**config.mk**
```make
export PLATFORM = sky130hd
export DESIGN_NAME = dma_irq_ctrl
export DESIGN_NICKNAME = d
export VERILOG_FILES = /design/src/rtl/dma_irq_pkg.sv /design/src/rtl/dma_reg_decode.sv /design/src/rtl/dma_irq_flags.sv /design/src/rtl/dma_chan_ctrl.sv /design/src/rtl/dma_irq_ctrl.sv
export SDC_FILE = /design/constraint.sdc
export NUM_CORES = 1
export LEC_CHECK = 0
export CELL_PAD_IN_SITES_DETAIL_PLACEMENT = 2
export CELL_PAD_IN_SITES_GLOBAL_PLACEMENT = 2
export CORE_MARGIN = 3
export CORE_UTILIZATION = 46
export DETAILED_ROUTE_END_ITERATION = 10
export GPL_ROUTABILITY_DRIVEN = 0
export GPL_TIMING_DRIVEN = 0
export PLACE_DENSITY_LB_ADDON = 0.08
export SYNTH_ARGS = -nofsm -noshare
export SYNTH_HDL_FRONTEND = slang
export SYNTH_HIERARCHICAL = 1
export SYNTH_SLANG_ARGS = --single-unit
```
**constraint.sdc**
```tcl
create_clock -name clk -period 5.7 [get_ports clk]
set_input_delay 1.14 -clock clk [delete_from_list [all_inputs] [get_ports clk]]
set_output_delay 1.14 -clock clk [all_outputs]
set_load 0.01 [all_outputs]
```
**src/rtl/dma_irq_pkg.sv**
```systemverilog
`timescale 1ns/1ps
package dma_irq_pkg;
  localparam int unsigned DW           = 32;
  localparam int unsigned OFS_ICR      = 32'hF4;
  localparam int unsigned OFS_PCR      = 32'hF0;
  localparam int unsigned OFS_CTRL0    = 32'h88;
  localparam int unsigned CTRL_STRIDE  = 32'h10;

  localparam int FORCE_BIT   = 15;
  localparam int ENA_LSB     = 16;
  localparam int GLOBAL_BIT  = 23;
  localparam int FLAG_LSB    = 24;
  localparam int MASTER_BIT  = 31;
  localparam int START_BIT   = 24;
  localparam int PCR_EN_BASE = 3;
  localparam int PCR_EN_STEP = 4;

  localparam logic [DW-1:0] DIRECT_MASK = 32'h00FF_803F;

  typedef enum logic [1:0] {
    SEL_NONE = 2'd0,
    SEL_ICR  = 2'd1,
    SEL_PCR  = 2'd2,
    SEL_CTRL = 2'd3
  } reg_sel_e;

  function automatic int unsigned ctrl_ofs(input int unsigned ch);
    return OFS_CTRL0 + CTRL_STRIDE * ch;
  endfunction
endpackage

```
**src/rtl/dma_reg_decode.sv**
```systemverilog
`timescale 1ns/1ps
module dma_reg_decode
  import dma_irq_pkg::*;
#(
  parameter int NUM_CH = 7,
  parameter int AW     = 8
) (
  input  logic [AW-1:0]     addr,
  output reg_sel_e          sel,
  output logic [NUM_CH-1:0] ch_hit
);
  for (genvar n = 0; n < NUM_CH; n++) begin : g_hit
    localparam logic [AW-1:0] CH_OFS = AW'(ctrl_ofs(n));
    assign ch_hit[n] = (addr == CH_OFS);
  end

  always_comb begin
    if (addr == AW'(OFS_ICR))      sel = SEL_ICR;
    else if (addr == AW'(OFS_PCR)) sel = SEL_PCR;
    else if (|ch_hit)              sel = SEL_CTRL;
    else                           sel = SEL_NONE;
  end
endmodule

```
**src/rtl/dma_irq_flags.sv**
```systemverilog
`timescale 1ns/1ps
module dma_irq_flags
  import dma_irq_pkg::*;
#(
  parameter int NUM_CH = 7
) (
  input  logic              clk,
  input  logic              rst_n,
  input  logic              wr_icr,
  input  logic [DW-1:0]     wdata,
  input  logic [NUM_CH-1:0] chan_done,
  input  logic              bus_err,
  output logic [DW-1:0]     icr_q,
  output logic              irq_pulse
);
  logic [DW-1:0]     fields_d;
  logic [NUM_CH-1:0] flags_d;
  logic [NUM_CH-1:0] enables_d;
  logic              master_d;
  logic [DW-1:0]     icr_d;

  // Writable fields come from the bus on a write, else held; the error
  // input can only set the force bit.
  always_comb begin
    fields_d = (wr_icr ? wdata : icr_q) & DIRECT_MASK;
    if (bus_err) fields_d[FORCE_BIT] = 1'b1;
    enables_d = fields_d[ENA_LSB +: NUM_CH];
  end

  // Clear by writing 1, then merge new events so a same-cycle event wins.
  always_comb begin
    flags_d = icr_q[FLAG_LSB +: NUM_CH];
    if (wr_icr) flags_d = flags_d & ~wdata[FLAG_LSB +: NUM_CH];
    flags_d = flags_d | (chan_done & enables_d);
  end

  always_comb begin
    master_d = (fields_d[GLOBAL_BIT] && (|flags_d)) || fields_d[FORCE_BIT];
    icr_d = fields_d;
    icr_d[FLAG_LSB +: NUM_CH] = flags_d;
    icr_d[MASTER_BIT] = master_d;
  end

  always_ff @(posedge clk or negedge rst_n) begin
    if (!rst_n) begin
      icr_q     <= '0;
      irq_pulse <= 1'b0;
    end else begin
      icr_q     <= icr_d;
      irq_pulse <= master_d && !icr_q[MASTER_BIT];
    end
  end
endmodule

```
**src/rtl/dma_chan_ctrl.sv**
```systemverilog
`timescale 1ns/1ps
module dma_chan_ctrl
  import dma_irq_pkg::*;
#(
  parameter int NUM_CH = 7
) (
  input  logic                     clk,
  input  logic                     rst_n,
  input  logic                     wr_ctrl,
  input  logic [NUM_CH-1:0]        ch_hit,
  input  logic [DW-1:0]            wdata,
  input  logic [DW-1:0]            pcr_q,
  output logic [NUM_CH-1:0][DW-1:0] ctrl_q,
  output logic [NUM_CH-1:0]        start_q
);
  for (genvar n = 0; n < NUM_CH; n++) begin : g_ch
    localparam int EN_POS = PCR_EN_BASE + PCR_EN_STEP * n;
    logic hit_wr;
    assign hit_wr = wr_ctrl && ch_hit[n];

    always_ff @(posedge clk or negedge rst_n) begin
      if (!rst_n) begin
        ctrl_q[n]  <= '0;
        start_q[n] <= 1'b0;
      end else begin
        if (hit_wr) ctrl_q[n] <= wdata;
        start_q[n] <= hit_wr && wdata[START_BIT] && pcr_q[EN_POS];
      end
    end
  end
endmodule

```
**src/rtl/dma_irq_ctrl.sv**
```systemverilog
`timescale 1ns/1ps
module dma_irq_ctrl
  import dma_irq_pkg::*;
#(
  parameter int             NUM_CH    = 7,
  parameter int             AW        = 8,
  parameter logic [31:0]    PCR_RESET = 32'h0765_4321
) (
  input  logic              clk,
  input  logic              rst_n,
  input  logic              reg_we,
  input  logic [AW-1:0]     reg_addr,
  input  logic [31:0]       reg_wdata,
  output logic [31:0]       reg_rdata,
  input  logic [NUM_CH-1:0] chan_done,
  input  logic              bus_err,
  output logic [NUM_CH-1:0] chan_start,
  output logic              sys_irq
);
  reg_sel_e                 sel;
  logic [NUM_CH-1:0]        ch_hit;
  logic [DW-1:0]            icr_q;
  logic [DW-1:0]            pcr_q;
  logic [NUM_CH-1:0][DW-1:0] ctrl_q;
  logic                     wr_icr, wr_pcr, wr_ctrl;

  dma_reg_decode #(.NUM_CH(NUM_CH), .AW(AW)) u_dec (
    .addr   (reg_addr),
    .sel    (sel),
    .ch_hit (ch_hit)
  );

  assign wr_icr  = reg_we && (sel == SEL_ICR);
  assign wr_pcr  = reg_we && (sel == SEL_PCR);
  assign wr_ctrl = reg_we && (sel == SEL_CTRL);

  dma_irq_flags #(.NUM_CH(NUM_CH)) u_flags (
    .clk       (clk),
    .rst_n     (rst_n),
    .wr_icr    (wr_icr),
    .wdata     (reg_wdata),
    .chan_done (chan_done),
    .bus_err   (bus_err),
    .icr_q     (icr_q),
    .irq_pulse (sys_irq)
  );

  always_ff @(posedge clk or negedge rst_n) begin
    if (!rst_n)      pcr_q <= PCR_RESET;
    else if (wr_pcr) pcr_q <= reg_wdata;
  end

  dma_chan_ctrl #(.NUM_CH(NUM_CH)) u_ctrl (
    .clk     (clk),
    .rst_n   (rst_n),
    .wr_ctrl (wr_ctrl),
    .ch_hit  (ch_hit),
    .wdata   (reg_wdata),
    .pcr_q   (pcr_q),
    .ctrl_q  (ctrl_q),
    .start_q (chan_start)
  );

  always_comb begin
    reg_rdata = '0;
    unique case (sel)
      SEL_ICR:  reg_rdata = icr_q;
      SEL_PCR:  reg_rdata = pcr_q;
      SEL_CTRL: begin
        for (int n = 0; n < NUM_CH; n++)
          if (ch_hit[n]) reg_rdata = reg_rdata | ctrl_q[n];
      end
      default:  reg_rdata = '0;
    endcase
  end
endmodule

```
Word-level counts from Yosys, hierarchy flattened:

Index checks and enable logic that the tools add are counted.

* reductions and logical operators: 30
* equality and inequality tests: 12
* multiplexer cells: 20
* bitwise gates (word level): 10

Operators with widths (number)
* $mux 32: 13
* $or 32x32->32: 6
* $pmux 32 s3: 1
* $eq 8x8->1 const B: 9
* $logic_and 1x1->1: 26
* $mux 24: 1
* $and 7x7->7: 2
* $reduce_or 7->1: 2
* $mux 7: 1
* $not 7->7: 1
* $or 7x7->7: 1
* $mux 2: 3
* $eq 2x2->1 const B: 2
* $eq 2x1->1 const B: 1
* $logic_not 1->1: 1
* $logic_or 1x1->1: 1
* $mux 1: 1

* input port bits: 51
* register bits: 287

Longest topological paths before layout:

* depth in word-level cells: 25
* depth in mapped cells: 12
* depth with buffers taken out: 9

Cells and area by module:

The synthesis kept the hierarchy.

Modules (own cells, without submodules)
* dma_chan_ctrl: seq. area each 5780.5 µm², times used 1, area each 8548.2 µm², cells each 493
* dma_irq_ctrl: seq. area each 815.8 µm², times used 1, area each 2728.9 µm², cells each 265
* dma_irq_flags: seq. area each 600.6 µm², times used 1, area each 1112.3 µm², cells each 86
* dma_reg_decode: seq. area each 0.0 µm², times used 1, area each 136.4 µm², cells each 21

Least setup slack after synthesis:

No wires, ideal clock.

* path type: input-to-output
* start: input port reg_addr[1]
* end: output port reg_rdata[18]
* cell stages on the path: 6
* arrival: 3.111 ns
* slack: 1.449 ns
* cells stage by stage: or4b_4 -> nor4_1 -> buf_6 -> a222oi_1 -> a31oi_1 -> a221o_1

* elaborated cells on any way between the ends: 36
* classes of those cells: eq/ne (12); mux (17); bitwise (6); reduce/logical (1)

RTL lines
* start, declared: line dma_irq_ctrl.sv:12 `input logic [AW-1:0] reg_addr,`
* $eq 8x8->1 (*): line dma_reg_decode.sv:14 `assign ch_hit[n] = (addr == CH_OFS);`
* via ch_hit[1]: line dma_irq_ctrl.sv:21 `logic [NUM_CH-1:0] ch_hit;`
* $mux 32: line dma_irq_ctrl.sv:71 `if (ch_hit[n]) reg_rdata = reg_rdata | ctrl_q[n];`
* $mux 32: line dma_irq_ctrl.sv:66 `unique case (sel)`
* $or 32x32->32: line dma_irq_ctrl.sv:71
* $mux 32: line dma_irq_ctrl.sv:71
* $mux 32: line dma_irq_ctrl.sv:66
* $or 32x32->32: line dma_irq_ctrl.sv:71
* [3 not listed]
* $mux 32: line dma_irq_ctrl.sv:71
* $mux 32: line dma_irq_ctrl.sv:66
* $or 32x32->32: line dma_irq_ctrl.sv:71
* $mux 32: line dma_irq_ctrl.sv:71
* $mux 32: line dma_irq_ctrl.sv:66
* $or 32x32->32: line dma_irq_ctrl.sv:71
* $mux 32: line dma_irq_ctrl.sv:71
* $pmux 32 s3 (*): line dma_irq_ctrl.sv:66
* end, declared: line dma_irq_ctrl.sv:14 `output logic [31:0] reg_rdata,`

The timed path passes the listed nets; every way through them passes the cells marked *. The select of a mux whose other input is x is not followed.

Worst setup path in the final report:

* start: input port reg_addr[1]
* end: output port reg_rdata[19]

* elaborated cells on any way between the ends: 36
* classes of those cells: eq/ne (12); mux (17); bitwise (6); reduce/logical (1)

RTL lines
* $eq 8x8->1 (*): line dma_reg_decode.sv:14
* via ch_hit[5]: line dma_irq_ctrl.sv:21
* $reduce_or 7->1: line dma_reg_decode.sv:20 `else if (|ch_hit) sel = SEL_CTRL;`
* $mux 2: line dma_reg_decode.sv:20
* $mux 2: line dma_reg_decode.sv:19 `else if (addr == AW'(OFS_PCR)) sel = SEL_PCR;`
* $mux 2: line dma_reg_decode.sv:18 `if (addr == AW'(OFS_ICR)) sel = SEL_ICR;`
* $eq 2x2->1 or $eq 2x1->1 (tied branches): line dma_irq_ctrl.sv:66
* $pmux 32 s3 (*): line dma_irq_ctrl.sv:66

Marked as above.

==> metrics.cfg <==
[logic_synthesis]
synth_cell_types = 40
synth_warnings = 6
async_flop_share_pct = 100
ys_ff_latch = 287
synth_area_mm2 = 0.0125
synth_area_per_cell_um2 = 14.5
synth_edf_count = 0
yosys_most_used_dff = dfrtp_1
synth_cells = 865
seq_area_frac_synth_pct = 57.5

[clocking]
cts_tree = yes
worstSkewPairLatency_ns = 0.57
ctsHoldBuffers = 0
root_buffer = clkbuf_16
htree_levels = 1
clockBufferDepth = 3
numCtsBuffers = 31
clock_sinks = 287
path_clk_slew_ns = 0.06

[routing]
vias = 8645
wire_per_inst_um = 31.1
viasPerCell = 6.34
remaining_drc_errors = 0
ant_nets = 0
drtPass1Iterations = 5
finalWirelength_mm = 42.5
drtIter0Drc = 615

[sta]
rsz0062_at_grt = false
setup_viol = 0
maxSlewViolCount = 0
hold_viol = 0
min_period_over_period_pct = 99.6
worst_slew_pin_slew_ns = 0.736
max_freq_mhz = 176
finClkSkew_ns = 0.0172
min_period_ns = 5.68
slew_headroom_pct = 50.6

[power]
leakage_nw = 7.15
p_total_mw = 4.48
ir_worst_vdd_mv = 0.252
powerDensity_mw_per_mm2 = 294

[critical_path]
worstSetupEndpointType = primary output
path_cells = clkdlybuf4s50_1 > or4b_4 > or3_1 > nor2_4 > clkbuf_2 > a22oi_1 > a31oi_1 > a221o_1 > clkdlybuf4s50_1
cpMaxStageDelayCell = or4b_4
cp_num_cells = 9
critPathRequiredTime_ns = 4.56
arrival_ns = 4.54
cp_slowest_stage_delay_ns = 0.61
r2r_slack_ns = 4.15
cp_top_family = buffers and inverters
crit_buf_inv = 3
timing.critical_path.from_type = primary input
critPathKind = in -> out
r2r_cells = 4
crit_path_frequent_cell = clkdlybuf4s50_1
worstPathMaxFanout = 10

[floorplanning]
die_h_um = 171
rows = 59
die_w_um = 171
dieArea_mm2 = 0.0292
start_util_pct = 47.4
io_pins = 91
core_mm2 = 0.0264

[layout]
area.sequential_mm2 = 0.00720
drive_above_1_share_pct = 42.0
fin_util_pct = 57.6
num-fill-cells = 2359
diodes = 0
final_nets = 1056
multi_input_area_mm2 = 0.00497
area_delta_synth_final_pct = 21.5

[hold_path]
holdPathStages = 1
hold_path.class = reg -> reg

[placed_design]
hpwlAfterDp_mm = 25.9
port-buffer-count = 90

[global_route]
grt_first_pass_wirelength_mm = 63.7
grt_max_degree = 112
grt_usage_pct = 29.1
grt_pass1_vias = 9902
grt_overflow = 0
antenna_found_initial = 1

[status]
status = finished clean

[run]
maxCapViolations = 0

-- path summary, 6_finish.rpt --
path	from	end
min	u_ctrl/ctrl_q[105]	u_ctrl/ctrl_q[105]
max	reg_addr[1]	reg_rdata[19]
max reg2reg	u_flags/icr_q[29]	u_flags/irq_pulse
min in group asynchronous	rst_n	u_ctrl/ctrl_q[156]
min reg2reg	u_ctrl/ctrl_q[105]	u_ctrl/ctrl_q[105]
max in group asynchronous	rst_n	u_ctrl/ctrl_q[103]
-- final cells by class --
class                   instances  share of cell area [%]
inverters                       9                   0.222
repair buffers                102                    7.21
flip-flops and latches        287                    47.3
plain buffers                  66                    3.11
multi-input cells             508                    32.6
clock buffers                  49                    6.20
clock inverters                 8                   0.616
well taps                     335                    2.75
-- routing by layer --
metal / global-route usage [%] / part of all wire (%) / up-vias
met1: 37.1 / 41 / 4663
met3: 4.32 / 4.7 / 73
met4: 8.43 / 2.7 / 2
met2: 51.6 / 51 / 274
li1: - / - / 3633
met5: 0 / 0.016 / -
-- sequential cells by signal, indices dropped and copies added (netlist names) --
name               count
pcr_q                 32
u_ctrl/ctrl_q        224
u_ctrl/start_q         7
u_flags/icr_q         23
u_flags/irq_pulse      1
-- layout by cell type (no fill, tap or decap), types with 10 or more instances in the layout --
cell               n
mux2_2           269
dfstp_2           12
buf_2             10
clkdlybuf4s50_1   88
dfrtp_1          275
a31oi_1           31
clkbuf_16         31
a221o_1           32
clkbuf_8          10
a222oi_1          32
a22oi_1           64
buf_4             42
-- cells in the mapped netlist (2+ instances only) --
| master | count | area share (%) |
|---|---|---|
| nand2_1 | 9 | 0.27 |
| nor2b_1 | 3 | 0.15 |
| nor3_1 | 3 | 0.12 |
| mux2_2 | 269 | 24 |
| o221ai_2 | 5 | 0.60 |
| nor2_1 | 5 | 0.15 |
| nand3_2 | 2 | 0.16 |
| nor4_2 | 2 | 0.20 |
| dfrtp_1 | 275 | 55 |
| nand2b_1 | 2 | 0.10 |
| inv_1 | 9 | 0.27 |
| clkbuf_1 | 19 | 0.57 |
| a221o_1 | 32 | 2.6 |
| a31oi_1 | 32 | 1.6 |
| a222oi_1 | 32 | 2.6 |
| dfstp_2 | 12 | 2.5 |
| buf_2 | 9 | 0.36 |
| nor4_1 | 2 | 0.10 |
| and2_1 | 2 | 0.10 |
| nand3_1 | 6 | 0.24 |
| a21oi_1 | 8 | 0.32 |
| and3_1 | 7 | 0.35 |
| buf_6 | 7 | 0.63 |
| buf_4 | 34 | 2.0 |
| a22oi_1 | 64 | 3.8 |
-- timing repair --
| action | in CTS | in global routing |
|---|---|---|
| gates resized for setup | 32 | 19 |
| setup endpoints to repair | 32 | 28 |
| pin swaps | 3 | 1 |
| endpoints found under the hold margin | 0 | 0 |
| buffers inserted | 9 | 0 |
| cloned | 0 | 0 |
-- stage by stage --
step | hold WS (ns) | setup TNS [ns] | area (um2) | setup WS (ns) | std cells
2_1_floorplan | 0.405 | 0 | 12600 | 1.45 | 873
3_3_place_gp | 0.487 | -2640.33 | 13900 | -9.32 | 1298
3_5_place_dp | 0.495 | -23.76 | 14000 | -0.901 | 1301
4_1_cts | 0.509 | 0 | 15200 | 0.0331 | 1367
5_1_grt | 0.515 | 0 | 15200 | 0.000642 | 1364
6_report | 0.506 | 0 | 15200 | 0.0234 | 1364
-- where the power goes --
part | internal [mW] | leakage [nW] | switching, mW | total (mW)
clock | 1.22 | 0.516 | 0.846 | 2.06
sequential | 2.12 | 3.88 | 0.0513 | 2.17
combinational | 0.110 | 2.75 | 0.132 | 0.243
-- logic make-up (layout without fill, tap and decap cells) --
kind of cell	after synthesis	count (layout)	synth area share [%]
other	1	9	0.0299
AND/OR/NAND/NOR	50	50	2.42
buffers and inverters	78	234	3.87
flip-flops	287	287	57.5
multiplexers	270	270	24.3
XOR/XNOR	1	1	0.0699
AO/OA/AOI/OAI	178	178	11.9
No activity file was read; power rests on OpenSTA's default activity.
